`src/rtl/trap_pkg.sv`:
```
// Package trap_pkg
// Shared constants for the distributed-arithmetic shaper: the number of taps
// folded into one partial-sum table, and the resulting table depth.
package trap_pkg;
    localparam int unsigned TAP_GROUP = 4;
    localparam int unsigned LUT_DEPTH = 1 << TAP_GROUP;
endpackage

```
`src/rtl/trap_delay_line.sv`:
```
// Module trap_delay_line
// Per-channel tap register chain. taps[0] holds the newest valid sample,
// taps[k] the sample k valid cycles older. Assumes shift_en is the channel's
// sample strobe; nothing moves when it is low.
module trap_delay_line #(
    parameter int DW    = 14,
    parameter int NTAPS = 8
) (
    input  logic                        clk,
    input  logic                        rst_n,
    input  logic                        shift_en,
    input  logic [DW-1:0]               din,
    output logic [NTAPS-1:0][DW-1:0]    taps
);
    // Shift a new sample in on each valid cycle; clear on reset.
    always_ff @(posedge clk) begin
        if (!rst_n) begin
            taps <= '0;
        end else if (shift_en) begin
            taps[0] <= din;
            for (int k = 1; k < NTAPS; k++) begin
                taps[k] <= taps[k-1];
            end
        end
    end
endmodule

```
`src/rtl/trap_da_plane.sv`:
```
// Module trap_da_plane
// One input bit plane of the distributed-arithmetic product. The taps are split
// into groups of TAP_GROUP, and each group's bits address a constant table of
// coefficient partial sums computed at elaboration. The group results are
// added and registered. Assumes COEFS packs tap k at [k*CW +: CW].
module trap_da_plane
    import trap_pkg::*;
#(
    parameter int                    NTAPS = 8,
    parameter int                    CW    = 16,
    parameter int                    LW    = CW + 2,
    parameter int                    PW    = LW + 2,
    parameter logic [NTAPS*CW-1:0]   COEFS = '0
) (
    input  logic                     clk,
    input  logic                     rst_n,
    input  logic [NTAPS-1:0]         bits,
    output logic signed [PW-1:0]     psum
);
    localparam int NG = (NTAPS + TAP_GROUP - 1) / TAP_GROUP;

    // Sum of the coefficients of group g whose address bit is set.
    function automatic logic signed [LW-1:0] lut_entry(input int g, input int a);
        logic signed [LW-1:0] s;
        s = '0;
        for (int i = 0; i < TAP_GROUP; i++) begin
            if ((g * TAP_GROUP + i) < NTAPS && a[i]) begin
                s = s + LW'($signed(COEFS[(g*TAP_GROUP+i)*CW +: CW]));
            end
        end
        return s;
    endfunction

    logic signed [LW-1:0]        lut [NG][LUT_DEPTH];
    logic [NG*TAP_GROUP-1:0]     bits_pad;
    logic signed [PW-1:0]        psum_c;

    for (genvar g = 0; g < NG; g++) begin : g_grp
        for (genvar a = 0; a < LUT_DEPTH; a++) begin : g_ent
            localparam logic signed [LW-1:0] ENT = lut_entry(g, a);
            assign lut[g][a] = ENT;
        end
    end

    assign bits_pad = (NG*TAP_GROUP)'(bits);

    // Look up every group's table and add the partial sums.
    always_comb begin
        psum_c = '0;
        for (int g = 0; g < NG; g++) begin
            psum_c = psum_c + PW'(lut[g][bits_pad[g*TAP_GROUP +: TAP_GROUP]]);
        end
    end

    // Register the plane result.
    always_ff @(posedge clk) begin
        if (!rst_n) psum <= '0;
        else        psum <= psum_c;
    end
endmodule

```
`src/rtl/trap_out_scale.sv`:
```
// Module trap_out_scale
// Weights each bit-plane sum by its bit position and subtracts the sign plane
// (two's-complement input). The total is registered in an accumulator too wide
// to overflow. It is then rounded half-up by a right shift of SHR, saturated to
// OW bits and registered as the channel output. The output value holds when no
// result arrives.
module trap_out_scale #(
    parameter int DW   = 14,
    parameter int PW   = 20,
    parameter int ACCW = PW + DW + 1,
    parameter int OW   = 18,
    parameter int SHR  = 6
) (
    input  logic                      clk,
    input  logic                      rst_n,
    input  logic                      in_vld,
    input  logic [DW-1:0][PW-1:0]     psums,
    output logic signed [ACCW-1:0]    acc_q,
    output logic                      out_vld,
    output logic [OW-1:0]             out_q
);
    localparam logic signed [ACCW:0] HALF = (ACCW+1)'((64'd1 << SHR) >> 1);
    localparam logic signed [ACCW:0] SMAX = (ACCW+1)'((64'd1 << (OW-1)) - 64'd1);
    localparam logic signed [ACCW:0] SMIN = -SMAX - (ACCW+1)'(1);

    logic signed [ACCW-1:0] acc_c;
    logic                   acc_vld;
    logic signed [ACCW:0]   wide;
    logic signed [ACCW:0]   scaled;
    logic [OW-1:0]          sat_c;

    // Shift-and-add of the bit planes, sign plane subtracted.
    always_comb begin
        acc_c = '0;
        for (int j = 0; j < DW; j++) begin
            if (j == DW - 1) acc_c = acc_c - (ACCW'($signed(psums[j])) <<< j);
            else             acc_c = acc_c + (ACCW'($signed(psums[j])) <<< j);
        end
    end

    // Register the accumulator and its strobe.
    always_ff @(posedge clk) begin
        if (!rst_n) begin
            acc_q   <= '0;
            acc_vld <= 1'b0;
        end else begin
            acc_q   <= acc_c;
            acc_vld <= in_vld;
        end
    end

    // Round half-up, shift, then clamp into the output range.
    always_comb begin
        wide   = $signed({acc_q[ACCW-1], acc_q}) + HALF;
        scaled = wide >>> SHR;
        if (scaled > SMAX)      sat_c = SMAX[OW-1:0];
        else if (scaled < SMIN) sat_c = SMIN[OW-1:0];
        else                    sat_c = scaled[OW-1:0];
    end

    // Output register: loads only with a result, holds otherwise.
    always_ff @(posedge clk) begin
        if (!rst_n) begin
            out_q   <= '0;
            out_vld <= 1'b0;
        end else begin
            out_vld <= acc_vld;
            if (acc_vld) out_q <= sat_c;
        end
    end
endmodule

```
`src/rtl/trap_channel.sv`:
```
// Module trap_channel
// One complete shaping lane: delay line, one distributed-arithmetic plane per
// input bit, then the weighting, rounding and saturation stage. The strobe
// pipeline runs alongside the data so that out_vld marks the result of each
// valid sample.
module trap_channel
    import trap_pkg::*;
#(
    parameter int                    DW    = 14,
    parameter int                    CW    = 16,
    parameter int                    NTAPS = 8,
    parameter int                    OW    = 18,
    parameter int                    SHR   = 6,
    parameter logic [NTAPS*CW-1:0]   COEFS = '0,
    parameter int                    ACCW  = 35
) (
    input  logic                     clk,
    input  logic                     rst_n,
    input  logic                     in_vld,
    input  logic [DW-1:0]            din,
    output logic                     out_vld,
    output logic [OW-1:0]            dout,
    output logic [DW-1:0]            head,
    output logic [ACCW-1:0]          acc
);
    localparam int NG = (NTAPS + TAP_GROUP - 1) / TAP_GROUP;
    localparam int LW = CW + $clog2(TAP_GROUP);
    localparam int PW = LW + $clog2(NG) + 1;

    logic [NTAPS-1:0][DW-1:0]  taps;
    logic [DW-1:0][NTAPS-1:0]  plane_bits;
    logic [DW-1:0][PW-1:0]     psums;
    logic                      vld_dl;
    logic                      vld_pl;
    logic signed [ACCW-1:0]    acc_s;

    trap_delay_line #(.DW(DW), .NTAPS(NTAPS)) u_dl (
        .clk      (clk),
        .rst_n    (rst_n),
        .shift_en (in_vld),
        .din      (din),
        .taps     (taps)
    );

    // Transpose taps into bit planes.
    always_comb begin
        for (int j = 0; j < DW; j++) begin
            for (int k = 0; k < NTAPS; k++) begin
                plane_bits[j][k] = taps[k][j];
            end
        end
    end

    for (genvar j = 0; j < DW; j++) begin : g_plane
        logic signed [PW-1:0] ps;
        trap_da_plane #(
            .NTAPS(NTAPS), .CW(CW), .LW(LW), .PW(PW), .COEFS(COEFS)
        ) u_plane (
            .clk   (clk),
            .rst_n (rst_n),
            .bits  (plane_bits[j]),
            .psum  (ps)
        );
        assign psums[j] = ps;
    end

    // Strobe pipeline matching the delay-line and plane registers.
    always_ff @(posedge clk) begin
        if (!rst_n) begin
            vld_dl <= 1'b0;
            vld_pl <= 1'b0;
        end else begin
            vld_dl <= in_vld;
            vld_pl <= vld_dl;
        end
    end

    trap_out_scale #(
        .DW(DW), .PW(PW), .ACCW(ACCW), .OW(OW), .SHR(SHR)
    ) u_scale (
        .clk     (clk),
        .rst_n   (rst_n),
        .in_vld  (vld_pl),
        .psums   (psums),
        .acc_q   (acc_s),
        .out_vld (out_vld),
        .out_q   (dout)
    );

    assign head = taps[0];
    assign acc  = acc_s;
endmodule

```
`src/rtl/trap_shaper.sv`:
```
// Module trap_shaper
// Top level: NCH identical, independent trapezoidal shaping lanes sharing one
// fixed coefficient vector. Assumes one sample per clock per lane at most and
// a synchronous active-low reset held for at least one edge.
module trap_shaper
    import trap_pkg::*;
#(
    parameter int                    NCH   = 4,
    parameter int                    DW    = 14,
    parameter int                    CW    = 16,
    parameter int                    NTAPS = 8,
    parameter int                    OW    = 18,
    parameter int                    SHR   = 6,
    parameter logic [NTAPS*CW-1:0]   COEFS = {
        -16'sd922, 16'sd102, 16'sd102, 16'sd102,
         16'sd102, 16'sd102, 16'sd102, 16'sd1024}
) (
    input  logic                     clk,
    input  logic                     rst_n,
    input  logic [NCH-1:0]           in_valid,
    input  logic [NCH-1:0][DW-1:0]   in_data,
    output logic [NCH-1:0]           out_valid,
    output logic [NCH-1:0][OW-1:0]   out_data
);
    localparam int NG   = (NTAPS + TAP_GROUP - 1) / TAP_GROUP;
    localparam int LW   = CW + $clog2(TAP_GROUP);
    localparam int PW   = LW + $clog2(NG) + 1;
    localparam int ACCW = PW + DW + 1;

    logic [NCH-1:0][DW-1:0]   dl_head;
    logic [NCH-1:0][ACCW-1:0] acc_all;

    for (genvar c = 0; c < NCH; c++) begin : g_ch
        trap_channel #(
            .DW(DW), .CW(CW), .NTAPS(NTAPS), .OW(OW), .SHR(SHR),
            .COEFS(COEFS), .ACCW(ACCW)
        ) u_ch (
            .clk     (clk),
            .rst_n   (rst_n),
            .in_vld  (in_valid[c]),
            .din     (in_data[c]),
            .out_vld (out_valid[c]),
            .dout    (out_data[c]),
            .head    (dl_head[c]),
            .acc     (acc_all[c])
        );
    end
endmodule

```
`config.mk`:
```
export PLATFORM = sky130hd
export DESIGN_NAME = trap_shaper
export DESIGN_NICKNAME = d
export VERILOG_FILES = /design/src/rtl/trap_pkg.sv /design/src/rtl/trap_delay_line.sv /design/src/rtl/trap_da_plane.sv /design/src/rtl/trap_out_scale.sv /design/src/rtl/trap_channel.sv /design/src/rtl/trap_shaper.sv
export SDC_FILE = /design/constraint.sdc
export NUM_CORES = 2
export LEC_CHECK = 0
export BUFFER_PORTS_ARGS = -buffer_cell sky130_fd_sc_hd__buf_4
export CAP_MARGIN = 25
export CORE_MARGIN = 5
export CORE_UTILIZATION = 55
export DETAILED_ROUTE_END_ITERATION = 10
export PLACE_DENSITY = 0.84
export SETUP_SLACK_MARGIN = 0.5
export SLEW_MARGIN = 10
export SYNTH_ARGS = -nofsm -noshare
export SYNTH_HDL_FRONTEND = slang
export SYNTH_SLANG_ARGS = --single-unit
```
`constraint.sdc`:
```
create_clock -name clk -period 6.6 [get_ports clk]
set_input_delay 0.33 -clock clk [delete_from_list [all_inputs] [get_ports clk]]
set_output_delay 0.33 -clock clk [all_outputs]
set_load 0.005 [all_outputs]
```
==> impl_metrics.csv <==
group,metric,value,unit
run_status,status,"complete, no violations",
sta,final-hold-violation-count,0,
final_layout,num-fill-cells,12234,
yosys,synth_area_per_cell,9.47,µm²
route,top_layer_used,"met4",
die,io_pins,138,
route,wl,194,mm
cts,numCtsBuffers,143,
yosys,yosys.cell_types.count,85,
sta,slew_headroom,31.9,%
route,drtAntennaViolNets,0,
global_routing,grt_max_degree,216,
job,max_cap_viol_count,0,
sta,worst_pin_slew,1020,ps
sta,timing.final.crit_share,93.2,%
route,wire_per_inst,16.2,µm
power_and_ir_drop,power_per_cell_area,216,nW/µm²
worst_setup_path,cp.arrival,6820,ps
worst_setup_path,cp_max_fo,7,
cts,cts.sinks,1264,
power_and_ir_drop,peakVddDrop,0.000277,V
final_layout,postLayoutCoreUtil,60.8,%
placement,gp_congestion,0.902,
final_layout,syn_to_final_growth,10.2,%
worst_setup_path,crit_path_start_kind,"flop",
sta,setup_viol,0,
yosys,netlist_area,90800,µm²
die,die_w,416,µm
worst_hold_path,hold_path.startpoint,"in_valid[0]",
worst_hold_path,min_path_type,"in2reg",
worst_setup_path,cp-end-kind,"flop",
cts,cts.reportedPaths.clkPinSlew,60,ps
yosys,synthArstFlopShare,0,%
power_and_ir_drop,leakage,45.0,nW
sta,fin_crit,6150,ps
cts,cts_tree,"yes",
cts,root_buffer,"clkbuf_16",
sta,setup_tns,0,ps
cts,clk-insertion-delay-late,810,ps
die,initial_core_util,55.1,%
yosys,ys_seq_area_share,27.9,%
cts,htree_levels,4,
global_routing,grt_pass1_vias,66393,
route,first_iter_violations,3745,
die,core,165000,µm²
worst_setup_path,cp.required,7270,ps
placement,hpwl,141,mm
final_layout,layout.nets,11426,
final_layout,drive_gt1_share,7.08,%
route,wl_met3,7.94,mm
global_routing,gr-total-overflow,0,
global_routing,antenna_found_initial,1,
yosys,synth_edf_count,0,
final_layout,antennaDiodeCount,0,
global_routing,grt.total_usage,21.9,%
die,die-area,173000,µm²
yosys,syn_inst,9586,
power_and_ir_drop,total_power,0.0217,W
yosys,synth_ff_type,"dfxtp_1",
placement,port_buffers,137,
sta,slew_viol_final,0,
die,fp-row-count,149,
sta,rsz0062_at_grt,"true",
sta,fmax,163,MHz
yosys,syn_nets,11377,
sta,fin_ws,449,ps
yosys,ys_warn_count,0,
worst_setup_path,rr_startpoint,"g_ch[1].u_ch.g_plane[3].u_plane.psum[17]",
worst_setup_path,setup.worst_path.start,"g_ch[1].u_ch.g_plane[3].u_plane.psum[17]",
sta,skew,38.3,ps
route,drc,0,
route,dr_total_vias,62849,
route,wl_met1,78.5,mm
route,via_per_inst,5.26,
worst_setup_path,criticalPathCategory,"reg2reg",
placement,place_ws,276,ps
route,drt_pass1_iterations,8,
cts,clockBufferDepth,3,
yosys,synth_seq_cells,1264,
route,dr_wl_met2,99.0,mm
global_routing,grt_pass1_wl,320,mm
final_layout,final_common_cell,"inv_1",
die,fp.dieH,416,µm
final_layout,layout_common_cells,"1,691 x inv_1, 1,257 x dfxtp_1, 1,064 x nor2_1",
-- final cells by class --
class                           count  area (µm²)  share of cell area, %
Multi-Input combinational cell   6225       58000                   58.0
Sequential cell                  1264       25300                   25.3
Inverter                         1729        6550                   6.55
Clock buffer                      190        4110                   4.11
Tap cell                         2189        2740                   2.74
Timing Repair Buffer              272        2270                   2.27
Clock inverter                     71        1040                   1.04
-- what timing repair did --
item / in CTS / in global routing
endpoints found under the setup margin: 13 / 30
gates resized for setup: 36 / 138
hold buffers: 57 / 0
buffers inserted: 15 / 32
pin swaps: 10 / 95
endpoints found under the hold margin: 72 / 0
-- stage by stage --
stage	hold WS (ps)	instance area [µm²]	cells
after floorplan	412	90800	9586
after global placement	414	93400	11575
after detailed placement	417	93400	11575
after CTS	50.2	99400	11908
after global routing	91.2	100000	11940
final	66.8	100000	11940
-- state kept, by name, indices dropped and copies added, names as in the netlist --
| signal | count |
|---|---|
| g_ch.u_ch.u_scale.out_vld | 4 |
| g_ch.u_ch.u_dl.taps | 448 |
| g_ch.u_ch.vld_dl | 4 |
| g_ch.u_ch.u_scale.acc_q | 112 |
| g_ch.u_ch.vld_pl | 4 |
| g_ch.u_ch.u_scale.acc_vld | 4 |
| g_ch.u_ch.g_plane.u_plane.psum | 616 |
| g_ch.u_ch.u_scale.out_q | 72 |
-- worst paths after layout --
path | end | slack [ps] | cells after the start
setup / recovery | g_ch[1].u_ch.u_scale.acc_q[31] | 450 | 22
hold / removal | g_ch[0].u_ch.u_dl.taps[13] | 70 | 3
setup reg to reg | g_ch[1].u_ch.u_scale.acc_q[31] | 450 | 22
hold reg to reg | g_ch[1].u_ch.vld_pl | 430 | 1
-- power by group --
part / switching [W] / internal (W) / leakage, nW / total, W
logic: 0.00260 / 0.00203 / 32.2 / 0.00462
registers: 0.000377 / 0.00801 / 10.3 / 0.00839
clock network: 0.00334 / 0.00531 / 2.51 / 0.00864
total: 0.00631 / 0.0153 / 45.0 / 0.0217
-- cells by family (layout without fill, tap and decap cells) --
| logic type | after synthesis | in the layout | share of synthesized area (%) |
|---|---|---|---|
| fa+ha+maj | 1729 | 1729 | 31.3 |
| simple gates | 1976 | 1976 | 9.68 |
| xor+xnor | 684 | 684 | 6.60 |
| mux | 708 | 708 | 7.89 |
| compound gates | 1128 | 1128 | 7.89 |
| buf+inv | 2097 | 2262 | 8.75 |
| flops | 1264 | 1264 | 27.9 |
-- cells in the mapped netlist (all sizes together), types with 11 or more instances --
| cell type | n | area share, % |
|---|---|---|
| or3 | 11 | 0.081 |
| a21oi | 343 | 1.9 |
| a31oi | 16 | 0.11 |
| inv | 1729 | 7.1 |
| and3 | 15 | 0.10 |
| a221o | 17 | 0.19 |
| ha | 824 | 11 |
| nor4 | 11 | 0.092 |
| xnor2 | 454 | 4.4 |
| nand2b | 22 | 0.15 |
| o211ai | 84 | 0.69 |
| buf | 35 | 0.23 |
| o21bai | 125 | 1.0 |
| mux2 | 57 | 0.71 |
| o21a | 84 | 0.69 |
| a21o | 89 | 0.74 |
| a211oi | 42 | 0.41 |
| nor3 | 47 | 0.28 |
| nor2 | 1068 | 4.4 |
| clkbuf | 333 | 1.4 |
| nand3b | 28 | 0.23 |
| fa | 905 | 20 |
| nand4 | 35 | 0.26 |
| nand2 | 385 | 1.6 |
| nand3 | 53 | 0.30 |
| and2 | 245 | 1.7 |
| mux2i | 651 | 7.2 |
| o21ai | 265 | 1.5 |
| nor2b | 18 | 0.12 |
| xor2 | 230 | 2.2 |
| dfxtp | 1264 | 28 |
| a2111oi | 11 | 0.11 |
| and4 | 17 | 0.17 |
-- critical path, stage by stage (launching register included) --
cell and delay [ps]:
dfxtp_2 350, inv_4 50, fa_2 500, fa_2 650, clkinv_4 100, buf_6 120
fa_1 480, fa_1 520, fa_1 510, inv_1 60, fa_1 500, inv_2 50
ha_4 240, a2111o_1 420, a31oi_1 200, o21ai_1 120, a2111oi_2 250, buf_4 190
o211a_1 180, o21bai_1 90, a21oi_1 190, xor2_1 170, nor2_1 50
-- layer usage --
layer,GRT usage [%],vias up
li1,-,30219
met1,26.1,30589
met2,39.9,1497
met3,3.14,544
met4,8.55,0
met5,0,-
Power figures use the tool's default switching activity.
